<file path="src/rtl/fhc_pkg.sv">
package fhc_pkg;

  // word index of each register (byte offset / 4)
  localparam int unsigned W_CAPS   = 0;
  localparam int unsigned W_VER    = 1;
  localparam int unsigned W_ISTAT  = 2;
  localparam int unsigned W_IEN    = 3;
  localparam int unsigned W_CEN    = 4;
  localparam int unsigned W_CSTAT  = 5;
  localparam int unsigned W_XBLO   = 6;
  localparam int unsigned W_XBHI   = 7;
  localparam int unsigned W_XDB    = 8;
  localparam int unsigned W_XRUN   = 9;
  localparam int unsigned W_XDONE  = 10;
  localparam int unsigned W_TBLO   = 11;
  localparam int unsigned W_TBHI   = 12;
  localparam int unsigned W_TDB    = 13;
  localparam int unsigned W_TCLR   = 14;
  localparam int unsigned W_TRUN   = 15;
  localparam int unsigned W_CMD    = 16;
  localparam int unsigned W_ARG1   = 17;
  localparam int unsigned W_ARG2   = 18;
  localparam int unsigned W_ARG3   = 19;
  localparam int unsigned W_XCLR   = 20;
  localparam int unsigned NUM_WORDS = 21;

  // interrupt status bit positions
  localparam int unsigned IS_HIB_EXIT  = 5;
  localparam int unsigned IS_HIB_ENTER = 6;
  localparam int unsigned IS_CMD_DONE  = 10;
  localparam logic [31:0] IRQ_VALID_MASK = 32'h0000_0FFF;

  // controller status bit positions
  localparam int unsigned CS_DEV_PRESENT = 0;
  localparam int unsigned CS_XFER_READY  = 1;
  localparam int unsigned CS_TASK_READY  = 2;
  localparam int unsigned CS_CMD_READY   = 3;
  localparam int unsigned CS_PWR_LSB     = 8;
  localparam logic [2:0]  PWR_LOCAL      = 3'd1;

  localparam logic [31:0] BASE_KEEP_MASK = 32'hFFFF_FC00;
  localparam logic [31:0] VERSION_WORD   = 32'h0000_0310;

  typedef enum logic [7:0] {
    LCMD_STARTUP   = 8'h16,
    LCMD_HIB_ENTER = 8'h17,
    LCMD_HIB_EXIT  = 8'h18
  } link_cmd_e;

  localparam logic [31:0] RESULT_OK   = 32'h0000_0000;
  localparam logic [31:0] RESULT_FAIL = 32'h0000_0001;

  function automatic logic [31:0] make_caps(input int xfer_slots, input int task_slots);
    logic [31:0] c;
    c = '0;
    c[4:0]   = 5'(xfer_slots - 1);
    c[15:8]  = 8'd2;
    c[18:16] = 3'(task_slots - 1);
    c[24]    = 1'b1;
    return c;
  endfunction

  function automatic logic irq_pending(input logic [31:0] stat, input logic [31:0] en);
    return |(stat & IRQ_VALID_MASK & en);
  endfunction

  function automatic logic [31:0] clear_ones(input logic [31:0] cur, input logic [31:0] d);
    return cur & ~d;
  endfunction

endpackage

</file>
<file path="src/rtl/fhc_link_cmd.sv">
module fhc_link_cmd
  import fhc_pkg::*;
(
  input  logic [31:0] code,
  output logic [31:0] cstat_set,
  output logic        pwr_load,
  output logic [31:0] istat_set,
  output logic [31:0] result
);
  always_comb begin
    cstat_set = '0;
    pwr_load  = 1'b0;
    istat_set = '0;
    istat_set[IS_CMD_DONE] = 1'b1;
    result    = RESULT_FAIL;
    if (code[31:8] == 24'd0) begin
      case (code[7:0])
        LCMD_STARTUP: begin
          cstat_set[CS_DEV_PRESENT] = 1'b1;
          cstat_set[CS_XFER_READY]  = 1'b1;
          cstat_set[CS_TASK_READY]  = 1'b1;
          result = RESULT_OK;
        end
        LCMD_HIB_ENTER: begin
          istat_set[IS_HIB_ENTER] = 1'b1;
          pwr_load = 1'b1;
          result = RESULT_OK;
        end
        LCMD_HIB_EXIT: begin
          istat_set[IS_HIB_EXIT] = 1'b1;
          pwr_load = 1'b1;
          result = RESULT_OK;
        end
        default: result = RESULT_FAIL;
      endcase
    end
  end
endmodule

</file>
<file path="src/rtl/fhc_irq_gen.sv">
module fhc_irq_gen
  import fhc_pkg::*;
(
  input  logic [31:0] stat,
  input  logic [31:0] en,
  output logic        irq
);
  assign irq = irq_pending(stat, en);
endmodule

</file>
<file path="src/rtl/fhc_read_mux.sv">
module fhc_read_mux #(
  parameter int unsigned NWORDS = 21
) (
  input  logic                   aligned,
  input  int unsigned            wsel,
  input  logic [NWORDS-1:0][31:0] bank,
  output logic [31:0]            rdata
);
  always_comb begin
    rdata = '0;
    if (aligned) begin
      for (int i = 0; i < NWORDS; i++) begin
        if (wsel == i) rdata = bank[i];
      end
    end
  end
endmodule

</file>
<file path="src/rtl/fhc_host_regs.sv">
module fhc_host_regs
  import fhc_pkg::*;
#(
  parameter int ADDR_W     = 8,
  parameter int XFER_SLOTS = 32,
  parameter int TASK_SLOTS = 8
) (
  input  logic              clk,
  input  logic              rst_n,
  input  logic [ADDR_W-1:0] addr,
  input  logic              wr_en,
  input  logic [31:0]       wdata,
  output logic [31:0]       rdata,
  output logic              irq
);
  localparam logic [31:0] CAPS_WORD = make_caps(XFER_SLOTS, TASK_SLOTS);

  if (XFER_SLOTS < 1 || XFER_SLOTS > 32) begin : g_bad_xfer
    $error("XFER_SLOTS out of range");
  end
  if (TASK_SLOTS < 1 || TASK_SLOTS > 8) begin : g_bad_task
    $error("TASK_SLOTS out of range");
  end

  // stored state
  logic [31:0] istat_q, ien_q, cstat_q;
  logic        cen_q;
  logic [31:0] xblo_q, xbhi_q, xrun_q, xdone_q;
  logic [31:0] tblo_q, tbhi_q;
  logic [31:0] arg1_q, arg2_q, arg3_q;

  // decode, brought out as named events
  logic        aligned;
  int unsigned wsel;
  logic        in_map;
  logic        any_wr, istat_wr, cmd_wr, cen_wr, cen_rise, cen_fall, stray_wr;

  assign aligned  = (addr[1:0] == 2'b00);
  assign wsel     = int'(addr[ADDR_W-1:2]);
  assign in_map   = aligned && (wsel < NUM_WORDS);
  assign any_wr   = wr_en && in_map;
  assign istat_wr = any_wr && (wsel == W_ISTAT);
  assign cmd_wr   = any_wr && (wsel == W_CMD);
  assign cen_wr   = any_wr && (wsel == W_CEN);
  assign cen_rise = cen_wr && !cen_q && wdata[0];
  assign cen_fall = cen_wr && cen_q && !wdata[0];
  assign stray_wr = wr_en && !in_map;

  // link command decoder
  logic [31:0] lc_cstat_set, lc_istat_set, lc_result;
  logic        lc_pwr_load;

  fhc_link_cmd u_link_cmd (
    .code      (wdata),
    .cstat_set (lc_cstat_set),
    .pwr_load  (lc_pwr_load),
    .istat_set (lc_istat_set),
    .result    (lc_result)
  );

  always_ff @(posedge clk) begin
    if (!rst_n) begin
      istat_q <= '0;
      ien_q   <= '0;
      cstat_q <= '0;
      cen_q   <= 1'b0;
      xblo_q  <= '0;
      xbhi_q  <= '0;
      xrun_q  <= '0;
      xdone_q <= '0;
      tblo_q  <= '0;
      tbhi_q  <= '0;
      arg1_q  <= '0;
      arg2_q  <= '0;
      arg3_q  <= '0;
    end else if (any_wr) begin
      case (wsel)
        W_ISTAT: istat_q <= clear_ones(istat_q, wdata);
        W_IEN:   ien_q   <= wdata;
        W_CEN: begin
          if (cen_rise) begin
            cen_q <= 1'b1;
            cstat_q[CS_CMD_READY] <= 1'b1;
          end else if (cen_fall) begin
            cen_q   <= 1'b0;
            cstat_q <= '0;
          end
        end
        W_XBLO:  xblo_q  <= wdata & BASE_KEEP_MASK;
        W_XBHI:  xbhi_q  <= wdata;
        W_XRUN:  xrun_q  <= wdata;
        W_XDONE: xdone_q <= clear_ones(xdone_q, wdata);
        W_TBLO:  tblo_q  <= wdata & BASE_KEEP_MASK;
        W_TBHI:  tbhi_q  <= wdata;
        W_CMD: begin
          istat_q <= istat_q | lc_istat_set;
          if (lc_pwr_load)
            cstat_q <= (cstat_q | lc_cstat_set) & ~(32'h7 << CS_PWR_LSB)
                       | ({29'd0, PWR_LOCAL} << CS_PWR_LSB);
          else
            cstat_q <= cstat_q | lc_cstat_set;
          arg2_q <= lc_result;
        end
        W_ARG1:  arg1_q <= wdata;
        W_ARG2:  arg2_q <= wdata;
        W_ARG3:  arg3_q <= wdata;
        default: ; // doorbells, clears, task run-stop: accepted, no effect
      endcase
    end
  end

  // read bank
  logic [NUM_WORDS-1:0][31:0] bank;
  always_comb begin
    bank          = '0;
    bank[W_CAPS]  = CAPS_WORD;
    bank[W_VER]   = VERSION_WORD;
    bank[W_ISTAT] = istat_q;
    bank[W_IEN]   = ien_q;
    bank[W_CEN]   = {31'd0, cen_q};
    bank[W_CSTAT] = cstat_q;
    bank[W_XBLO]  = xblo_q;
    bank[W_XBHI]  = xbhi_q;
    bank[W_XRUN]  = xrun_q;
    bank[W_XDONE] = xdone_q;
    bank[W_TBLO]  = tblo_q;
    bank[W_TBHI]  = tbhi_q;
    bank[W_ARG1]  = arg1_q;
    bank[W_ARG2]  = arg2_q;
    bank[W_ARG3]  = arg3_q;
  end

  fhc_read_mux #(.NWORDS(NUM_WORDS)) u_read_mux (
    .aligned (aligned),
    .wsel    (wsel),
    .bank    (bank),
    .rdata   (rdata)
  );

  fhc_irq_gen u_irq_gen (
    .stat (istat_q),
    .en   (ien_q),
    .irq  (irq)
  );

endmodule

</file>
<file path="config.mk">
export PLATFORM = sky130hd
export DESIGN_NAME = fhc_host_regs
export DESIGN_NICKNAME = d
export VERILOG_FILES = /design/src/rtl/fhc_pkg.sv /design/src/rtl/fhc_link_cmd.sv /design/src/rtl/fhc_irq_gen.sv /design/src/rtl/fhc_read_mux.sv /design/src/rtl/fhc_host_regs.sv
export SDC_FILE = /design/constraint.sdc
export NUM_CORES = 1
export LEC_CHECK = 0
export BUFFER_PORTS_ARGS = -buffer_cell sky130_fd_sc_hd__buf_2
export CAP_MARGIN = 20
export CORE_AREA = 2 2 195 197
export CTS_BUF_LIST = sky130_fd_sc_hd__clkbuf_4
export CTS_CLUSTER_DIAMETER = 120
export DETAILED_ROUTE_END_ITERATION = 8
export DIE_AREA = 0 0 197 199
export GPL_TIMING_DRIVEN = 0
export HOLD_SLACK_MARGIN = 0.03
export REMOVE_ABC_BUFFERS = 1
export SLEW_MARGIN = 20
export SYNTH_ARGS = -nofsm -noshare
export SYNTH_HDL_FRONTEND = slang
export SYNTH_SLANG_ARGS = --single-unit
</file>
<file path="constraint.sdc">
create_clock -name clk -period 2.3 [get_ports clk]
set_input_delay 0.23 -clock clk [delete_from_list [all_inputs] [get_ports clk]]
set_output_delay 0.23 -clock clk [all_outputs]
set_load 0.01 [all_outputs]
</file>
After elaboration in Yosys (flattened, before gate mapping) --
Cells that the tools add are included.
Cells by class: bitwise logic cells 6, order comparisons 1, multiplexer cells 41, equal/unequal tests 26, reductions and logical operators 33
Operator list (count):
- 32-bit 2-to-1 mux | 22
- 32-bit case mux with 2 select lines | 3
- 32-bit bitwise AND | 2
- 25-bit 2-to-1 mux | 2
- 6-bit by 4-bit == test with 1-bit output, second input constant | 8
- 12-bit by 32-bit bitwise AND with 32-bit output | 1
- 32-bit logical NOT | 1
- 32-bit NOT | 1
- 32-bit by 11-bit bitwise OR with 32-bit output | 1
- 32-bit by 3-bit bitwise OR with 32-bit output | 1
- 32-bit OR reduction | 1
- 6-bit by 5-bit == test with 1-bit output, second input constant | 5
- 28-bit 2-to-1 mux | 1
- 6-bit by 3-bit == test with 1-bit output, second input constant | 4
- 8-bit by 5-bit == test with 1-bit output, second input constant | 3
- 24-bit logical NOT | 1
- 2-bit AND reduction | 11
- 6-bit by 2-bit == test with 1-bit output, second input constant | 2
- 11-bit 2-to-1 mux | 1
- 3-bit 2-to-1 mux | 3
- 1-bit 2-to-1 mux | 8
- 2-bit nonzero test | 4
- 1-bit logical AND | 7
- 6-bit by 1-bit == test with 1-bit output, second input constant | 1
- 10 further kinds | 13
Storage, ports and cells: register bits after elaboration 365, input bits 43, output and inout bits 33, logic and storage cells 121

Longest topological paths before layout --
word-level depth 23, depth in mapped cells 9, depth with buffers taken out 5

Hierarchy --
Synthesis repeated with hierarchy kept, for this count alone.
Unflattened totals: cells, all modules 2443, area total of the unflattened synthesis 19429.9 µm²
Modules (own cells, without submodules):
- fhc_host_regs | instances 1, sequential area each 7307.0 µm², cells each 1481, area an instance 12834.8 µm²
- fhc_read_mux | instances 1, sequential area each 0.0 µm², cells each 844, area an instance 5694.2 µm²
- fhc_link_cmd | instances 1, sequential area each 0.0 µm², cells each 111, area an instance 824.5 µm²
- fhc_irq_gen | instances 1, sequential area each 0.0 µm², cells each 7, area an instance 76.3 µm²

Least setup slack after synthesis --
No wires, ideal clock.
path kind input -> output, start point input port addr[7], end point output port rdata[12], path buffers 3, setup slack 0.098 ns, arrival time 1.972 ns, required time 2.070 ns, stages on the path 8, path through buf_2 -> or4_1 -> buf_2 -> nor2_1 -> buf_2 -> a22oi_1 -> a211o_1 -> a31oi_1
Between the ends: word-level cells in the longest chain between the ends 22, elaborated cells between the ends (all ways) 41, classes of those cells 20 x eq/ne; 21 x mux
Ends and longest elaborated chain:
- from (decl) | line fhc_host_regs.sv:10 | input logic [ADDR_W-1:0] addr,
- 6-bit by 1-bit == test with 1-bit output | line fhc_read_mux.sv:13 | if (wsel == i) rdata = bank[i];
- 25-bit 2-to-1 mux | line fhc_read_mux.sv:13
- 32-bit 2-to-1 mux (18 in series) | line fhc_read_mux.sv:13
- 32-bit 2-to-1 mux * | line fhc_read_mux.sv:13
- 32-bit 2-to-1 mux * | line fhc_read_mux.sv:11 | if (aligned) begin
- to (decl) | line fhc_host_regs.sv:13 | output logic [31:0] rdata,
Every way passes the cells marked *; elsewhere a longest branch is shown, timed or not.

Worst setup path after layout --
start point input port addr[6], end point output port rdata[26]
Between the ends: word-level cells in the longest chain between the ends 21, elaborated cells between the ends (all ways) 39, classes of those cells 19 x eq/ne; 20 x mux
Ends and longest elaborated chain (line):
- 6-bit by 2-bit == test with 1-bit output | fhc_read_mux.sv:13
- 32-bit 2-to-1 mux (18 in series) | fhc_read_mux.sv:13
- 32-bit 2-to-1 mux * | fhc_read_mux.sv:13
- 32-bit 2-to-1 mux * | fhc_read_mux.sv:11
Marked as above.

==> insert_results.sql <==
INSERT INTO impl_metrics (metric_group, metric, value, unit) VALUES
('synth', 'synth.yosys.seq_area_share', '0.464', ''),
('outcome', 'violations_in_the_final_reports', 'negative setup slack', ''),
('critical_path', 'timing.critical_path.required', '2070', 'ps'),
('critical_path', 'cells_on_worst_reg2reg_path', '2', ''),
('synth', 'synth.area.top_cells', 'dfxtp_1, nand2_1, a21oi_1', ''),
('final_layout', 'final_net_count', '2161', ''),
('critical_path', 'crit_cells', '8', ''),
('pwr', 'share_seq_of_total_power', '0.479', ''),
('critical_path', 'cp_slowest_stage_delay', '620', 'ps'),
('floorplanning', 'start_util', '0.393', ''),
('placed_design', 'pre_cts_ws', '-1180', 'ps'),
('pwr', 'leakage', '6.62', 'nW'),
('drt', 'detailedRoute.firstIterationViolations', '1882', ''),
('final_layout', 'fillers', '3458', ''),
('pwr', 'cell_internal_pwr', '9.11', 'mW'),
('hold_path', 'holdCritPathClass', 'primary input to register', ''),
('drt', 'drtAntennaViolNets', '0', ''),
('critical_path', 'cp_max_fo', '7', ''),
('synth', 'avgSynthCellArea', '7.48', 'um^2'),
('timing', 'timing_max_transition_violations_final', '0', ''),
('floorplanning', 'die_area', '39200', 'um^2'),
('pwr', 'power.ir.vdd_worst', '0.451', 'mV'),
('timing', 'timing.final.setup_violations', '22', ''),
('drt', 'drt_first_pass_iters', '8', ''),
('floorplanning', 'die_h', '199', 'um'),
('critical_path', 'arrival', '2220', 'ps'),
('synth', 'ys_top_cells_by_count', 'nand2_1, a21oi_1, dfxtp_1, clkbuf_1, o21ai_0', ''),
('final_layout', 'areaGrowthSynthToFinish', '30.5', '%'),
('synth', 'netlist_area', '14600', 'um^2'),
('placed_design', 'io_buffers', '75', ''),
('timing', 'timing.fmax', '408', 'MHz'),
('timing', 'worst-slew-pin-transition', '935', 'ps'),
('final_layout', 'share_of_final_layout_standard_cells_stronger_than_drive_strength_1', '0.224', ''),
('placed_design', 'detailed_placement_hpwl', '32.5', 'mm'),
('timing', 'hold_viol_final', '0', ''),
('critical_path', 'regToRegStartpoint', 'cen_q', ''),
('pwr', 'clockPowerShare', '0.449', ''),
('critical_path', 'worstPathBufferInverterCount', '3', ''),
('global_route', 'grt_max_degree', '102', ''),
('pwr', 'p_comb_frac', '0.072', ''),
('drt', 'avgViaCountPerCell', '5.91', ''),
('timing', 'setup_repair_after_global_routing_missed_its_margin', 'true', ''),
('floorplanning', 'num_rows', '71', ''),
('critical_path', 'crit_path_cell_trace', 'buf_16 > or4b_4 > nor2_4 > clkbuf_16 > a21oi_2 > a211o_1 > a31oi_1 > buf_2', ''),
('critical_path', 'setup.worst_path.start_class', 'primary input', ''),
('clock_tree', 'cts-htree-levels', '3', ''),
('timing', 'final_setup_margin', '-150', 'ps'),
('drt', 'vias', '15680', ''),
('timing', 'timing.hold.ws', '47.1', 'ps'),
('clock_tree', 'cts_made_buffers', '89', ''),
('drt', 'drc', '0', ''),
('placed_design', 'gpl.final_weighted_congestion', '0.830', ''),
('drt', 'wl_per_cell', '22.8', 'um'),
('synth', 'yosys.cell_types.count', '59', ''),
('critical_path', 'worst-r2r-setup-slack', '1280', 'ps'),
('pwr', 'p_total', '12.2', 'mW'),
('critical_path', 'timing.critical_path.to', 'rdata[26]', ''),
('floorplanning', 'design.portCount', '76', ''),
('clock_tree', 'number_of_clock_sinks_seen_by_cts', '338', ''),
('critical_path', 'path_delay_family', 'simple AND/OR/NAND/NOR gates', ''),
('outcome', 'outcome', 'finished with violations', ''),
('timing', 'timing.max_slew.rel_slack', '0.376', ''),
('synth', 'synthDominantCellAreaShare', '0.464', ''),
('global_route', 'grt_antenna_before_repair', '1', ''),
('global_route', 'globalRouteTotalUtil', '0.289', ''),
('floorplanning', 'core', '37100', 'um^2'),
('final_layout', 'final_core_util', '0.513', ''),
('global_route', 'first_global_vias', '14791', ''),
('timing', 'final.setup_skew', '12.4', 'ps'),
('synth', 'post-synth-top-area-cell', 'dfxtp_1', ''),
('drt', 'postRouteWirelength', '60.5', 'mm');
-- power groups by stage --
stage	sequential [mW]	clock, mW	combinational (mW)
floorplan	5.99	0	0.206
global placement	5.99	0	0.534
detailed placement	5.99	0	0.586
CTS	5.86	5.52	0.752
global route	5.85	5.85	0.908
finish	5.85	5.48	0.883
-- cell families (layout without fill, tap and decap cells) --
logic type	after synthesis	count (layout)	share of synthesized area
AND/OR/NAND/NOR	769	777	0.214
multiplexers	12	12	0.00849
other	0	1	0
flip-flops	338	338	0.464
XOR/XNOR	1	1	0.000600
buffers and inverters	191	408	0.0532
AO/OA/AOI/OAI	641	641	0.260
-- timing repair --
action | 4_1_cts | 5_1_grt
endpoints found under the hold margin | 336 | 0
setup buffers | 51 | 47
resized for setup | 80 | 70
cloned | 10 | 7
hold buffers | 33 | 0
setup endpoints to repair | 239 | 161
pin swaps | 32 | 68
-- worst min-delay path by stage --
stage | startpoint | endpoint | cells past startpoint
final | addr[2] | cstat_q[0] | 4
after global placement | xdone_q[25] | xdone_q[25] | 2
after floorplan | wdata[11] | xdone_q[11] | 1
after detailed placement | xdone_q[11] | xdone_q[11] | 2
after CTS | addr[5] | istat_q[10] | 5
after global routing | addr[2] | cstat_q[0] | 4
-- layout by cell type (no fill, tap or decap), types with 7 or more instances in the layout --
cell type,synthesis,final
dlygate4sd3_1,0,33
buf_16,0,17
nand2_1,648,635
nor2_1,46,36
buf_8,0,8
a31oi_1,25,18
nor2b_1,8,7
nor2_4,0,21
clkbuf_16,0,7
a21oi_2,0,12
a21oi_1,405,391
a211o_1,11,11
a22oi_1,33,27
a31oi_2,0,7
buf_4,1,78
nand3_1,8,7
o21ai_0,51,46
mux2i_1,9,9
nand2_2,0,10
a22o_1,20,20
buf_2,45,63
nor4_1,10,7
o221ai_1,15,13
buf_6,0,20
a211oi_1,7,7
a221oi_1,27,24
nor3_1,9,7
dfxtp_1,338,332
o21a_1,12,12
clkbuf_4,0,139
buf_12,0,23
-- cell type report --
class / count / area (um^2) / area share
Clock buffer: 139 / 1040 / 0.0548
Inverter: 6 / 27.5 / 0.00145
Tap cell: 474 / 593 / 0.0311
Multi-Input combinational cell: 1431 / 7720 / 0.406
Antenna cell: 1 / 2.50 / 0.000131
Clock inverter: 11 / 100 / 0.00526
Sequential cell: 338 / 6770 / 0.356
Timing Repair Buffer: 252 / 2780 / 0.146
-- sequential cells by signal, indices dropped and copies added, names as in the netlist, 5 cells and up --
register / cells
xbhi_q: 32
tbhi_q: 32
arg1_q: 32
xrun_q: 32
xdone_q: 32
xblo_q: 22
arg2_q: 32
istat_q: 32
arg3_q: 32
ien_q: 32
tblo_q: 22
cstat_q: 5
-- layer usage --
metal / vias to the layer above / GRT usage / share of wire
met4: 0 / 0.148 / 0.053
li1: 7093 / - / -
met5: - / 0 / 0
met2: 1014 / 0.457 / 0.44
met1: 7311 / 0.368 / 0.40
met3: 262 / 0.0678 / 0.11
-- metrics by stage --
step	instances	area (um^2)
6_report	2652	19000
5_1_grt	2652	19000
4_1_cts	2597	18200
3_5_place_dp	2353	15700
3_3_place_gp	2316	14800
2_1_floorplan	1767	13800
-- worst min-delay path, stage by stage --
cell       delay [ps]
clkbuf_16         210
nor3_1            100
nand4_1           150
nand2_1            60
Power figures use the tool's default switching activity.
